[config.mk]
export PLATFORM = sky130hd
export DESIGN_NAME = win_remap
export DESIGN_NICKNAME = d
export VERILOG_FILES = /design/src/rtl/win_remap_pkg.sv /design/src/rtl/win_remap_ctrl.sv /design/src/rtl/win_remap_dp.sv /design/src/rtl/win_remap.sv
export SDC_FILE = /design/constraint.sdc
export NUM_CORES = 1
export LEC_CHECK = 0
export BUFFER_PORTS_ARGS = -buffer_cell sky130_fd_sc_hd__buf_4
export CAP_MARGIN = 20
export CORE_ASPECT_RATIO = 1.2
export CORE_MARGIN = 2
export CORE_UTILIZATION = 29
export CTS_BUF_LIST = sky130_fd_sc_hd__clkbuf_8
export CTS_CLUSTER_DIAMETER = 40
export DETAILED_ROUTE_END_ITERATION = 16
export HOLD_SLACK_MARGIN = 0.1
export PLACE_DENSITY = 0.61
export REMOVE_ABC_BUFFERS = 1
export SLEW_MARGIN = 20
export SYNTH_ARGS = -nofsm -noshare
export SYNTH_HDL_FRONTEND = slang
export SYNTH_HIERARCHICAL = 1
export SYNTH_SLANG_ARGS = --single-unit
[constraint.sdc]
create_clock -name clk -period 1.75 [get_ports clk]
set_input_delay 0.4375 -clock clk [delete_from_list [all_inputs] [get_ports clk]]
set_output_delay 0.4375 -clock clk [all_outputs]
set_load 0.05 [all_outputs]
[src/rtl/win_remap_pkg.sv]
package win_remap_pkg;

  typedef enum logic [1:0] {
    ST_IDLE  = 2'd0,
    ST_BUS   = 2'd1,
    ST_LOCAL = 2'd2,
    ST_RESP  = 2'd3
  } remapState_t;

  typedef enum logic [1:0] {
    KIND_BUS   = 2'd0,
    KIND_REG   = 2'd1,
    KIND_BLOCK = 2'd2
  } accessKind_t;

  typedef struct packed {
    logic accept;    // latch the host request
    logic winWrite;  // update the window register from latched data
    logic capMem;    // capture internal read data
    logic capReg;    // capture control register readback
    logic capBlock;  // capture the fill pattern for a blocked read
  } remapStb_t;

endpackage

[src/rtl/win_remap_ctrl.sv]
module win_remap_ctrl
  import win_remap_pkg::*;
(
  input  logic      clk,
  input  logic      rstN,
  input  logic      hostValid,
  input  logic      hostWrite,
  input  logic      hitCtrl,
  input  logic      blocked,
  input  logic      memReady,
  output logic      hostReady,
  output logic      hostRspValid,
  output logic      memValid,
  output remapStb_t stb
);

  remapState_t state, stateNext;
  accessKind_t kind;
  logic        kindWrite;

  always_ff @(posedge clk or negedge rstN) begin
    if (!rstN) begin
      state     <= ST_IDLE;
      kind      <= KIND_BUS;
      kindWrite <= 1'b0;
    end else begin
      state <= stateNext;
      if (stb.accept) begin
        kindWrite <= hostWrite;
        if (hitCtrl)      kind <= KIND_REG;
        else if (blocked) kind <= KIND_BLOCK;
        else              kind <= KIND_BUS;
      end
    end
  end

  always_comb begin
    stateNext    = state;
    stb          = '0;
    hostReady    = 1'b0;
    hostRspValid = 1'b0;
    memValid     = 1'b0;
    unique case (state)
      ST_IDLE: begin
        hostReady = 1'b1;
        if (hostValid) begin
          stb.accept = 1'b1;
          stateNext  = (hitCtrl || blocked) ? ST_LOCAL : ST_BUS;
        end
      end
      ST_BUS: begin
        memValid = 1'b1;
        if (memReady) begin
          stb.capMem = !kindWrite;
          stateNext  = ST_RESP;
        end
      end
      ST_LOCAL: begin
        if (kind == KIND_REG) begin
          stb.winWrite = kindWrite;
          stb.capReg   = !kindWrite;
        end else begin
          stb.capBlock = !kindWrite;
        end
        stateNext = ST_RESP;
      end
      ST_RESP: begin
        hostRspValid = 1'b1;
        stateNext    = ST_IDLE;
      end
      default: stateNext = ST_IDLE;
    endcase
  end


  rsp_pulse_chk: assert property (@(posedge clk) disable iff (!rstN)
    hostRspValid |=> !hostRspValid);


  ready_excl_chk: assert property (@(posedge clk) disable iff (!rstN)
    (memValid || hostRspValid) |-> !hostReady);

endmodule

[src/rtl/win_remap_dp.sv]
module win_remap_dp
  import win_remap_pkg::*;
#(
  parameter int DW         = 32,
  parameter int WIN_SHIFT  = 19,
  parameter int IDX_W      = 6,
  parameter int ENABLE_BIT = 31,
  parameter logic [WIN_SHIFT:0] CTRL_OFFSET = 20'h0310C,
  parameter logic [DW-1:0]      BLOCK_DATA  = 32'hDEADBEEF,
  localparam int HOST_AW = WIN_SHIFT + 1,
  localparam int INT_AW  = WIN_SHIFT + IDX_W
) (
  input  logic               clk,
  input  logic               rstN,
  input  remapStb_t          stb,
  input  logic               hostWrite,
  input  logic [HOST_AW-1:0] hostAddr,
  input  logic [DW-1:0]      hostWdata,
  input  logic [DW-1:0]      memRdata,
  output logic               hitCtrl,
  output logic               blocked,
  output logic               reqHigh,
  output logic [DW-1:0]      hostRdata,
  output logic               memWrite,
  output logic [INT_AW-1:0]  memAddr,
  output logic [DW-1:0]      memWdata,
  output logic [DW-1:0]      winCtrl
);

  logic [IDX_W-1:0]  winIdx;
  logic              winEn;
  logic              isHigh;
  logic [INT_AW-1:0] mappedAddr;

  assign isHigh  = hostAddr[HOST_AW-1];
  assign hitCtrl = (hostAddr == CTRL_OFFSET);
  assign blocked = isHigh && !winEn;

  always_comb begin
    if (isHigh) mappedAddr = {winIdx, hostAddr[WIN_SHIFT-1:0]};
    else        mappedAddr = {{IDX_W{1'b0}}, hostAddr[WIN_SHIFT-1:0]};
  end

  always_comb begin
    winCtrl                = '0;
    winCtrl[IDX_W-1:0]     = winIdx;
    winCtrl[ENABLE_BIT]    = winEn;
  end

  always_ff @(posedge clk or negedge rstN) begin
    if (!rstN) begin
      memAddr  <= '0;
      memWdata <= '0;
      memWrite <= 1'b0;
      reqHigh  <= 1'b0;
    end else if (stb.accept) begin
      memAddr  <= mappedAddr;
      memWdata <= hostWdata;
      memWrite <= hostWrite;
      reqHigh  <= isHigh;
    end
  end

  always_ff @(posedge clk or negedge rstN) begin
    if (!rstN) begin
      winIdx <= '0;
      winEn  <= 1'b0;
    end else if (stb.winWrite) begin
      winIdx <= memWdata[IDX_W-1:0];
      winEn  <= memWdata[ENABLE_BIT];
    end
  end

  always_ff @(posedge clk or negedge rstN) begin
    if (!rstN)             hostRdata <= '0;
    else if (stb.capMem)   hostRdata <= memRdata;
    else if (stb.capReg)   hostRdata <= winCtrl;
    else if (stb.capBlock) hostRdata <= BLOCK_DATA;
  end


  ctrl_spare_zero_chk: assert property (@(posedge clk) disable iff (!rstN)
    stb.capReg |=> ($countones(hostRdata) <= IDX_W + 1));

endmodule

[src/rtl/win_remap.sv]
module win_remap
  import win_remap_pkg::*;
#(
  parameter int DW         = 32,
  parameter int WIN_SHIFT  = 19,
  parameter int IDX_W      = 6,
  parameter int ENABLE_BIT = 31,
  parameter logic [WIN_SHIFT:0] CTRL_OFFSET = 20'h0310C,
  parameter logic [DW-1:0]      BLOCK_DATA  = 32'hDEADBEEF,
  localparam int HOST_AW = WIN_SHIFT + 1,
  localparam int INT_AW  = WIN_SHIFT + IDX_W
) (
  input  logic               clk,
  input  logic               rstN,
  input  logic               hostValid,
  output logic               hostReady,
  input  logic               hostWrite,
  input  logic [HOST_AW-1:0] hostAddr,
  input  logic [DW-1:0]      hostWdata,
  output logic               hostRspValid,
  output logic [DW-1:0]      hostRdata,
  output logic               memValid,
  input  logic               memReady,
  output logic               memWrite,
  output logic [INT_AW-1:0]  memAddr,
  output logic [DW-1:0]      memWdata,
  input  logic [DW-1:0]      memRdata,
  output logic [DW-1:0]      winCtrl
);

  remapStb_t stb;
  logic      hitCtrl;
  logic      blocked;
  logic      reqHigh;

  win_remap_ctrl u_ctrl (
    .clk          (clk),
    .rstN         (rstN),
    .hostValid    (hostValid),
    .hostWrite    (hostWrite),
    .hitCtrl      (hitCtrl),
    .blocked      (blocked),
    .memReady     (memReady),
    .hostReady    (hostReady),
    .hostRspValid (hostRspValid),
    .memValid     (memValid),
    .stb          (stb)
  );

  win_remap_dp #(
    .DW          (DW),
    .WIN_SHIFT   (WIN_SHIFT),
    .IDX_W       (IDX_W),
    .ENABLE_BIT  (ENABLE_BIT),
    .CTRL_OFFSET (CTRL_OFFSET),
    .BLOCK_DATA  (BLOCK_DATA)
  ) u_dp (
    .clk       (clk),
    .rstN      (rstN),
    .stb       (stb),
    .hostWrite (hostWrite),
    .hostAddr  (hostAddr),
    .hostWdata (hostWdata),
    .memRdata  (memRdata),
    .hitCtrl   (hitCtrl),
    .blocked   (blocked),
    .reqHigh   (reqHigh),
    .hostRdata (hostRdata),
    .memWrite  (memWrite),
    .memAddr   (memAddr),
    .memWdata  (memWdata),
    .winCtrl   (winCtrl)
  );


  bus_hold_chk: assert property (@(posedge clk) disable iff (!rstN)
    (memValid && !memReady) |=> (memValid && $stable(memAddr) &&
                                 $stable(memWdata) && $stable(memWrite)));


  blocked_bus_chk: assert property (@(posedge clk) disable iff (!rstN)
    (memValid && reqHigh) |-> winCtrl[ENABLE_BIT]);


  win_quiet_chk: assert property (@(posedge clk) disable iff (!rstN)
    memValid |=> $stable(winCtrl));


  always_ff @(posedge clk) begin
    if (!rstN) begin
      reset_idle_chk: assert (!memValid && !hostRspValid);
    end
  end

endmodule

==> metrics.cfg, run 1 <==
[drt]
drt_first_iter_violations=140
route.final.wire_length_mm=11.3
wire_per_inst_um=14.7
vias=3394
avgViaCountPerCell=4.43
route.antenna.remaining_nets=0
drc=0
drt_first_pass_iters=6

[clock_tree]
clk_transition_reported_paths_ns=0.09
cts_tree=done
cts.htree.levels=3
cts-buffers-inserted=9
clock_tree.buffer_depth=2
clock_sink_count=102
clock_insertion_delay_worst_skew_ns=0.37
clock-root-buffer=sky130_fd_sc_hd__clkbuf_8

[pwr]
cellInternalPower_uw=6620
p_total_uw=12900
power_frac_clock=0.118
power_leakage_uw=0.00298
switching_power_uw=6260
power_density_mw_per_mm2=2030
seq_power_share=0.302
power.combinational.fraction=0.580
switching_share=0.486
vdd_ir_drop_max_v=0.00127

[worst_setup_path]
crit_arrival_ns=1.28
crit_start=u_ctrl/state[1]$_DFFE_PN0P_
worst-setup-path-type=reg -> out
critical_path.reg2reg.startpoint=u_ctrl/state[1]$_DFFE_PN0P_
cp_cell_sequence=inv_1 -> ha_4 -> buf_8
cp_slowest_cell=sky130_fd_sc_hd__dfrtp_1
critical_path.max_fanout=6
cp_peak_stage_delay_ns=0.39
critPathRequiredTime_ns=1.31
critical_path.endpoint_type=output port
setup.worst_path.start_class=register

[cells_and_area]
commonest_non_fill_non_tap_cell_in_the_layout=sky130_fd_sc_hd__buf_4
num-nets-final=651
final_cells=767
final_design_area_no_fill_mm2=0.00633
most-common-layout-cells=195 x sky130_fd_sc_hd__buf_4, 102 x sky130_fd_sc_hd__dfrtp_1, 59 x sky130_fd_sc_hd__mux2_2
layout-drive-gt1-share=0.528
multi_input_area_mm2=0.00161
fillers=1475
syn2layout_area_growth_pct=44.5
seqCellArea_mm2=0.00255
insertedDiodeCount=0

[yosys]
synth.cell_area_mm2=0.00438
synthCells=363
yosys_warnings=6
post_synth.cell_area_avg_um2=12.1

[sta]
final_hold_viol_count=0
slew_violations=0
report.final.setup_viol=0
finalWorstPathRequiredPeriod_ns=1.72
setup_repair_after_global_routing_missed_its_margin=true
timing.final.crit_share=0.980
layout_setup_ws_ns=0.0342
fmax_mhz=583
setup_tns_after_final_layout_ns=0
clock-skew-final_ns=0.00657

[placement]
post-place-ws_ns=-0.0632
dp_hpwl_mm=8.60
post_dp_cell_area_mm2=0.00604
place.gp.congestion=0.776
placed_cells_incl_taps=748
port_buffers=188

[global_routing]
grt.met3_usage=0.0437
busiest_layer=met2
grt.met1_usage=0.172
grt_remaining_overflow=0
grt_pass1_vias=3442
met2_usage=0.226
antenna_found_initial=0
groute.usage.overall=0.140
grt_first_pass_wirelength_mm=17.8
maximum_number_of_pins_on_one_net_before_global_route_repair=65

[floorplan]
die_outline_height_um=139
die_width_um=116
design.core.area_mm2=0.0149
floorplan.initialDensity=0.294
floorplan.die_area_mm2=0.0161
io_pins=214
row_count=49

[worst_hold_path]
hold_path.startpoint=memRdata[10]
hold_path_class=in -> reg

[run]
number_of_max_cap_violations=0

[status]
outcome=completed

## flip-flops by register name, summed over array words and instances (netlist names)
signal	flops
u_dp/winEn	1
u_dp/memAddr	25
u_dp/memWdata	32
u_ctrl/kind	2
u_ctrl/kindWrite	1
u_dp/hostRdata	32
u_dp/winIdx	6
u_ctrl/state	2
u_dp/memWrite	1
## stage by stage
step,util,hold slack (ns)
4_1_cts,0.422,0.235
5_1_grt,0.425,0.260
3_5_place_dp,0.405,0.287
3_3_place_gp,0.405,0.286
2_1_floorplan,-,0.142
6_report,0.425,0.268
## area by class of cell
type | instances | share of cell area
Clock buffer | 11 | 0.0239
Tap cell | 204 | 0.0403
Inverter | 12 | 0.00711
Clock inverter | 5 | 0.00771
Multi-Input combinational cell | 226 | 0.254
Timing Repair Buffer | 207 | 0.264
Sequential cell | 102 | 0.403
## layer usage
metal	up-vias	share of wire
met5	-	0
met4	0	0.021
met3	16	0.091
met2	169	0.47
met1	1625	0.41
li1	1584	-
## final timing paths
check	slack [ns]	end	cells after the start
max	0.03	hostReady	3
min	0.27	u_dp/hostRdata[10]$_DFFE_PN0P_	3
max reg2reg	0.10	u_dp/hostRdata[5]$_DFFE_PN0P_	7
min reg2reg	0.51	u_ctrl/kind[1]$_DFFE_PN0P_	2
max in group asynchronous	0.81	u_dp/memWdata[25]$_DFFE_PN0P_	3
min in group asynchronous	0.43	u_dp/hostRdata[7]$_DFFE_PN0P_	2
## power by group through the flow
stage | Clock (µW) | Sequential (µW) | Combinational (µW)
floorplan | 0 | 7010 | 1790
finish | 1520 | 3890 | 7460
CTS | 1610 | 3910 | 7420
detailed placement | 0 | 3940 | 7300
global placement | 0 | 3910 | 7220
global route | 1700 | 4020 | 7840
## what timing repair did
item,4_1_cts,5_1_grt
cloned,0,0
hold buffers,1,0
resized for setup,9,6
hold endpoints to repair,8,0
setup endpoints to repair,2,13
setup buffers,2,2
## worst max-delay path, delay by kind of cell, from the launching register on
family | cells | cell delay (ns)
adders and majority gates | 1 | 0.21
buffers and inverters | 2 | 0.31
DFF | 1 | 0.39
Power figures use the tool's default switching activity.
==> run 2: changes to the inputs <==
Settings changed: REMOVE_ABC_BUFFERS 1 to unset.
==> run 2 against run 1 <==
Net effect: cell area decreased by 1.3%; non-clock buffer count unchanged; clock-buffer cell count decreased by 1; critical path depth increased by 1; routed wire length decreased by 2.7%; first-iteration DRC count increased by 28%; worst setup slack improved by 0.038 ns; combinational power decreased by 1%; via count decreased by 1.5%.
==> metrics.cfg, run 2 (synthesized netlist as in run 1, its figures left out) <==
[cells_and_area]
syn2layout_area_growth_pct=42.7
layout-drive-gt1-share=0.526
insertedDiodeCount=0
num-nets-final=651
top_regs=u_dp/hostRdata x32, u_dp/memWdata x32, u_dp/memAddr x25
multi_input_area_mm2=0.00160
commonest_non_fill_non_tap_cell_in_the_layout=sky130_fd_sc_hd__buf_4
fillers=1485
most-common-layout-cells=199 x sky130_fd_sc_hd__buf_4, 102 x sky130_fd_sc_hd__dfrtp_1, 59 x sky130_fd_sc_hd__mux2_2
seqCellArea_mm2=0.00255

[floorplan]
design.core.area_mm2=0.0149
floorplan.initialDensity=0.294
die_width_um=116
die_outline_height_um=139
floorplan.die_area_mm2=0.0161
row_count=49
io_pins=214

[placement]
dp_hpwl_mm=8.32
port_buffers=188
post-place-ws_ns=-0.0227
place.gp.congestion=0.740

[worst_setup_path]
critPathRequiredTime_ns=1.31
worst-setup-path-type=reg -> out
ff2ff_path_depth=7
reg2reg_setup_slack_ns=0.11
cp_cell_sequence=inv_2 -> buf_6 -> ha_4 -> buf_8
crit-reg2reg-capture=u_dp/memWdata[6]$_DFFE_PN0P_
critical_path.reg2reg.startpoint=u_ctrl/state[0]$_DFFE_PN0P_
setup.worst_path.start_class=register
cp_slowest_cell=sky130_fd_sc_hd__dfrtp_1
crit_arrival_ns=1.24
critical_path.max_fanout=4
critical_path.endpoint_type=output port
cp_peak_stage_delay_ns=0.41

[global_routing]
grt_first_pass_wirelength_mm=17.1
grt_remaining_overflow=0
grt_pass1_vias=3349
antenna_found_initial=0
maximum_number_of_pins_on_one_net_before_global_route_repair=65
groute.usage.overall=0.137

[pwr]
power_leakage_uw=0.00294
power_density_mw_per_mm2=2020
switching_power_uw=6230
switching_share=0.494
vdd_ir_drop_max_v=0.000992
power.combinational.fraction=0.584
seq_power_share=0.308
power_frac_clock=0.109
cellInternalPower_uw=6380

[drt]
drc=0
avgViaCountPerCell=4.36
drt_first_pass_iters=4
drt_first_iter_violations=179
route.final.wire_length_mm=11.0
wire_per_inst_um=14.3
route.antenna.remaining_nets=0
vias=3343

[clock_tree]
cts-buffers-inserted=9
clk_transition_reported_paths_ns=0.10
cts.htree.levels=3
clock_sink_count=102
clock_tree.buffer_depth=2
clock-root-buffer=sky130_fd_sc_hd__clkbuf_8
clock_insertion_delay_worst_skew_ns=0.37
cts_tree=done

[sta]
final_hold_viol_count=0
setup_tns_after_final_layout_ns=0
slew_violations=0
clock-skew-final_ns=0.00780
layout_setup_ws_ns=0.0719
fmax_mhz=596
timing.final.crit_share=0.959
report.final.setup_viol=0
finalWorstPathRequiredPeriod_ns=1.68
setup_repair_after_global_routing_missed_its_margin=true

[worst_hold_path]
holdPathStages=3
hold_path_class=in -> reg
hold_path.startpoint=memRdata[30]
hold_path_end=u_dp/hostRdata[30]$_DFFE_PN0P_

[status]
outcome=completed

[run]
number_of_max_cap_violations=0

-- run 2: worst max path at each step --
stage	startpoint	to	slack, ns	depth (start not counted)
final	u_ctrl/state[0]$_DFFE_PN0P_	hostReady	0.07	4
after global routing	u_ctrl/state[0]$_DFFE_PN0P_	u_dp/hostRdata[11]$_DFFE_PN0P_	-0.04	6
after CTS	u_ctrl/state[0]$_DFFE_PN0P_	hostReady	-0.007	4
after detailed placement	hostAddr[15]	u_ctrl/state[0]$_DFFE_PN0P_	-0.02	6
after global placement	hostAddr[15]	u_ctrl/state[0]$_DFFE_PN0P_	0.007	6
after floorplan	u_ctrl/state[1]$_DFFE_PN0P_	u_dp/memAddr[0]$_DFFE_PN0P_	0.02	7
-- run 2: metrics by stage --
step                      total power, µW  std cells   util  cell area [µm²]  hold slack [ns]
after detailed placement            11200        747  0.403             6010            0.373
final                               12600        767  0.420             6250            0.268
after floorplan                      8990        387      -             4490            0.142
after global placement              11100        747  0.403             6010            0.367
after global routing                13300        767  0.420             6250            0.251
after CTS                           12700        765  0.417             6210            0.231
-- run 2: final cells by class --
| type | count | share of cell area |
|---|---|---|
| clock inverter | 6 | 0.00600 |
| timing repair buffer | 207 | 0.260 |
| clock buffer | 10 | 0.0220 |
| inverter | 12 | 0.00721 |
| sequential | 102 | 0.408 |
| multi-input combinational | 226 | 0.256 |
| tap | 204 | 0.0408 |
-- run 2: power by group through the flow --
stage / Combinational (µW) / Clock [µW] / Sequential [µW]
5_1_grt: 7740 / 1550 / 4010
3_5_place_dp: 7290 / 0 / 3930
3_3_place_gp: 7200 / 0 / 3890
6_report: 7360 / 1370 / 3880
2_1_floorplan: 1980 / 0 / 7010
4_1_cts: 7360 / 1470 / 3890
-- run 2: critical path: cells and delay by family, from the launching register on --
| kind | cells | cell delay [ns] |
|---|---|---|
| adders and majority gates | 1 | 0.15 |
| buffers and inverters | 3 | 0.32 |
| DFF | 1 | 0.41 |
-- run 2: repair_timing --
action	in CTS	in global routing
setup buffers	1	2
hold buffers	1	0
endpoints found under the hold margin	21	0
pin swaps	0	0
endpoints found under the setup margin	2	28
gates resized for setup	6	4
-- run 2: layer usage --
layer | routed length [µm] | global-route usage | part of all wire | vias up
li1 | - | - | - | 1581
met1 | 4640 | 0.169 | 0.42 | 1614
met2 | 5390 | 0.228 | 0.49 | 137
met3 | 788 | 0.0323 | 0.072 | 11
met4 | 168 | 0.0583 | 0.015 | 0
met5 | 0 | 0 | 0 | -
==> run 3: changes to the inputs <==
Settings changed: CTS_BUF_LIST sky130_fd_sc_hd__clkbuf_8 to sky130_fd_sc_hd__clkbuf_2.
==> run 3 against run 2 <==
Net effect: the run now ends with negative setup slack left; non-clock buffer count rose by 131; total power increased by 11%; sequential share of layout area fell by 8.3 points; utilization rose by 11 points; largest power group unchanged.
==> metrics.cfg, run 3 (synthesized netlist as in run 1, its figures left out) <==
[status]
outcome=finished with violations
failed_checks=negative setup slack

[clock_tree]
cts.htree.levels=3
clock_insertion_delay_worst_skew_ns=0.58
clock-root-buffer=sky130_fd_sc_hd__clkbuf_2
cts_tree=done
clock_tree.buffer_depth=2
cts-buffers-inserted=9
clk_transition_reported_paths_ns=0.26
clock_sink_count=102

[global_routing]
antenna_found_initial=0
grt_remaining_overflow=0
maximum_number_of_pins_on_one_net_before_global_route_repair=65
grt_pass1_vias=4046
groute.usage.overall=0.164
grt_first_pass_wirelength_mm=20.4

[sta]
setup_tns_after_final_layout_ns=-0.496
timing.final.crit_share=1.10
finalWorstPathRequiredPeriod_ns=1.92
setup_repair_after_global_routing_missed_its_margin=true
clock-skew-final_ns=0.0223
fmax_mhz=521
layout_setup_ws_ns=-0.170
report.final.setup_viol=3
final_hold_viol_count=0
slew_violations=0
hold-worst-slack_ns=0.261

[cells_and_area]
syn2layout_area_growth_pct=79.7
commonest_non_fill_non_tap_cell_in_the_layout=sky130_fd_sc_hd__buf_4
layout-drive-gt1-share=0.513
insertedDiodeCount=0
num-nets-final=782
top_regs=u_dp/hostRdata x32, u_dp/memWdata x32, u_dp/memAddr x25
core_utilization_of_the_finished_layout=0.528
most-common-layout-cells=144 x sky130_fd_sc_hd__buf_4, 98 x sky130_fd_sc_hd__dfrtp_1, 96 x sky130_fd_sc_hd__buf_6

[floorplan]
design.core.area_mm2=0.0149
row_count=49
floorplan.initialDensity=0.294
io_pins=214
die_outline_height_um=139
die_width_um=116
floorplan.die_area_mm2=0.0161

[run]
number_of_max_cap_violations=0

[pwr]
power_frac_clock=0.070
switching_power_uw=6700
vdd_ir_drop_max_v=0.000931
switching_share=0.479
seq_power_share=0.288
power_density_mw_per_mm2=1780
power.combinational.fraction=0.642
cellInternalPower_uw=7280
power_leakage_uw=0.00363

[worst_setup_path]
worst-setup-path-type=reg -> out
crit_start=u_ctrl/state[0]$_DFFE_PN0P_
setup.worst_path.start_class=register
critical_path.reg2reg.startpoint=u_ctrl/state[1]$_DFFE_PN0P_
crit_arrival_ns=1.48
critical_path.max_fanout=2
critPathRequiredTime_ns=1.31
critical_path.endpoint_type=output port

[drt]
route.final.wire_length_mm=13.7
drc=0
drt_first_pass_iters=4
drt_first_iter_violations=161
route.antenna.remaining_nets=0
wire_per_inst_um=15.3
vias=3911
avgViaCountPerCell=4.36

[placement]
port_buffers=188
dp_hpwl_mm=8.32
place.gp.congestion=0.740

[worst_hold_path]
hold_path_class=in -> async

run 3: cell types whose count changed in the layout (fill, tap and decap cells not counted), moves of 7 or more:
cell / before / now
sky130_fd_sc_hd__buf_4: 199 / 144
sky130_fd_sc_hd__o21ai_0: 21 / 13
sky130_fd_sc_hd__dlygate4sd3_1: 1 / 87
sky130_fd_sc_hd__clkbuf_8: 10 / 0
sky130_fd_sc_hd__clkbuf_2: 0 / 10
sky130_fd_sc_hd__o21ai_1: 0 / 7
sky130_fd_sc_hd__buf_6: 1 / 96
run 3: critical path, stage by stage, from the launching register on:
cell                      delay [ns]
sky130_fd_sc_hd__dfrtp_1        0.46
sky130_fd_sc_hd__buf_6          0.14
sky130_fd_sc_hd__ha_4           0.16
sky130_fd_sc_hd__buf_8          0.14
run 3: power by group through the flow:
stage,clock (µW),combinational (µW),sequential (µW)
6_report,983,8970,4030
5_1_grt,1160,9400,4130
4_1_cts,1070,8400,3980
3_5_place_dp,0,7290,3930
3_3_place_gp,0,7200,3890
2_1_floorplan,0,1980,7010
run 3: path summary, 6_finish.rpt:
check | cells after the start | slack, ns | to
max | 3 | -0.17 | hostRspValid
max in group asynchronous | 3 | 0.86 | u_dp/winIdx[4]$_DFFE_PN0P_
min reg2reg | 2 | 0.53 | u_ctrl/kind[1]$_DFFE_PN0P_
min in group clk | 4 | 0.26 | u_dp/memAddr[24]$_DFFE_PN0P_
max reg2reg | 9 | 0.04 | u_dp/hostRdata[29]$_DFFE_PN0P_
min | 2 | 0.26 | u_dp/memAddr[24]$_DFFE_PN0P_
run 3: layout make-up:
class	count	area, µm²
fill	1251	7030
timing repair buffer	338	3240
sequential	102	2560
multi-input combinational	226	1670
tap	204	255
inverter	12	63.8
clock buffer	10	50.0
clock inverter	6	37.5
run 3: layer usage:
metal  vias up  wire length, µm  GRT usage  part of all wire
met5         -                0          0                 0
met4         0              273     0.0695             0.020
met3        17              769     0.0389             0.056
met2       147             7210      0.289              0.53
met1      1912             5480      0.187              0.40
li1       1835                -          -                 -
run 3: per-stage QoR:
step | power, µW | setup slack, ns | std cells | cell area, µm²
2_1_floorplan | 8990 | 0.0154 | 387 | 4490
3_3_place_gp | 11100 | 0.00722 | 747 | 6010
3_5_place_dp | 11200 | -0.0227 | 747 | 6010
4_1_cts | 13400 | -0.275 | 880 | 7540
5_1_grt | 14700 | -0.292 | 898 | 7870
6_report | 14000 | -0.170 | 898 | 7870
run 3: timing repair:
item	CTS	global route
hold buffers	87	0
endpoints found under the setup margin	83	165
resized for setup	94	51
buffers inserted	30	16
pin swaps	2	6
gates cloned	0	4
hold endpoints to repair	188	0
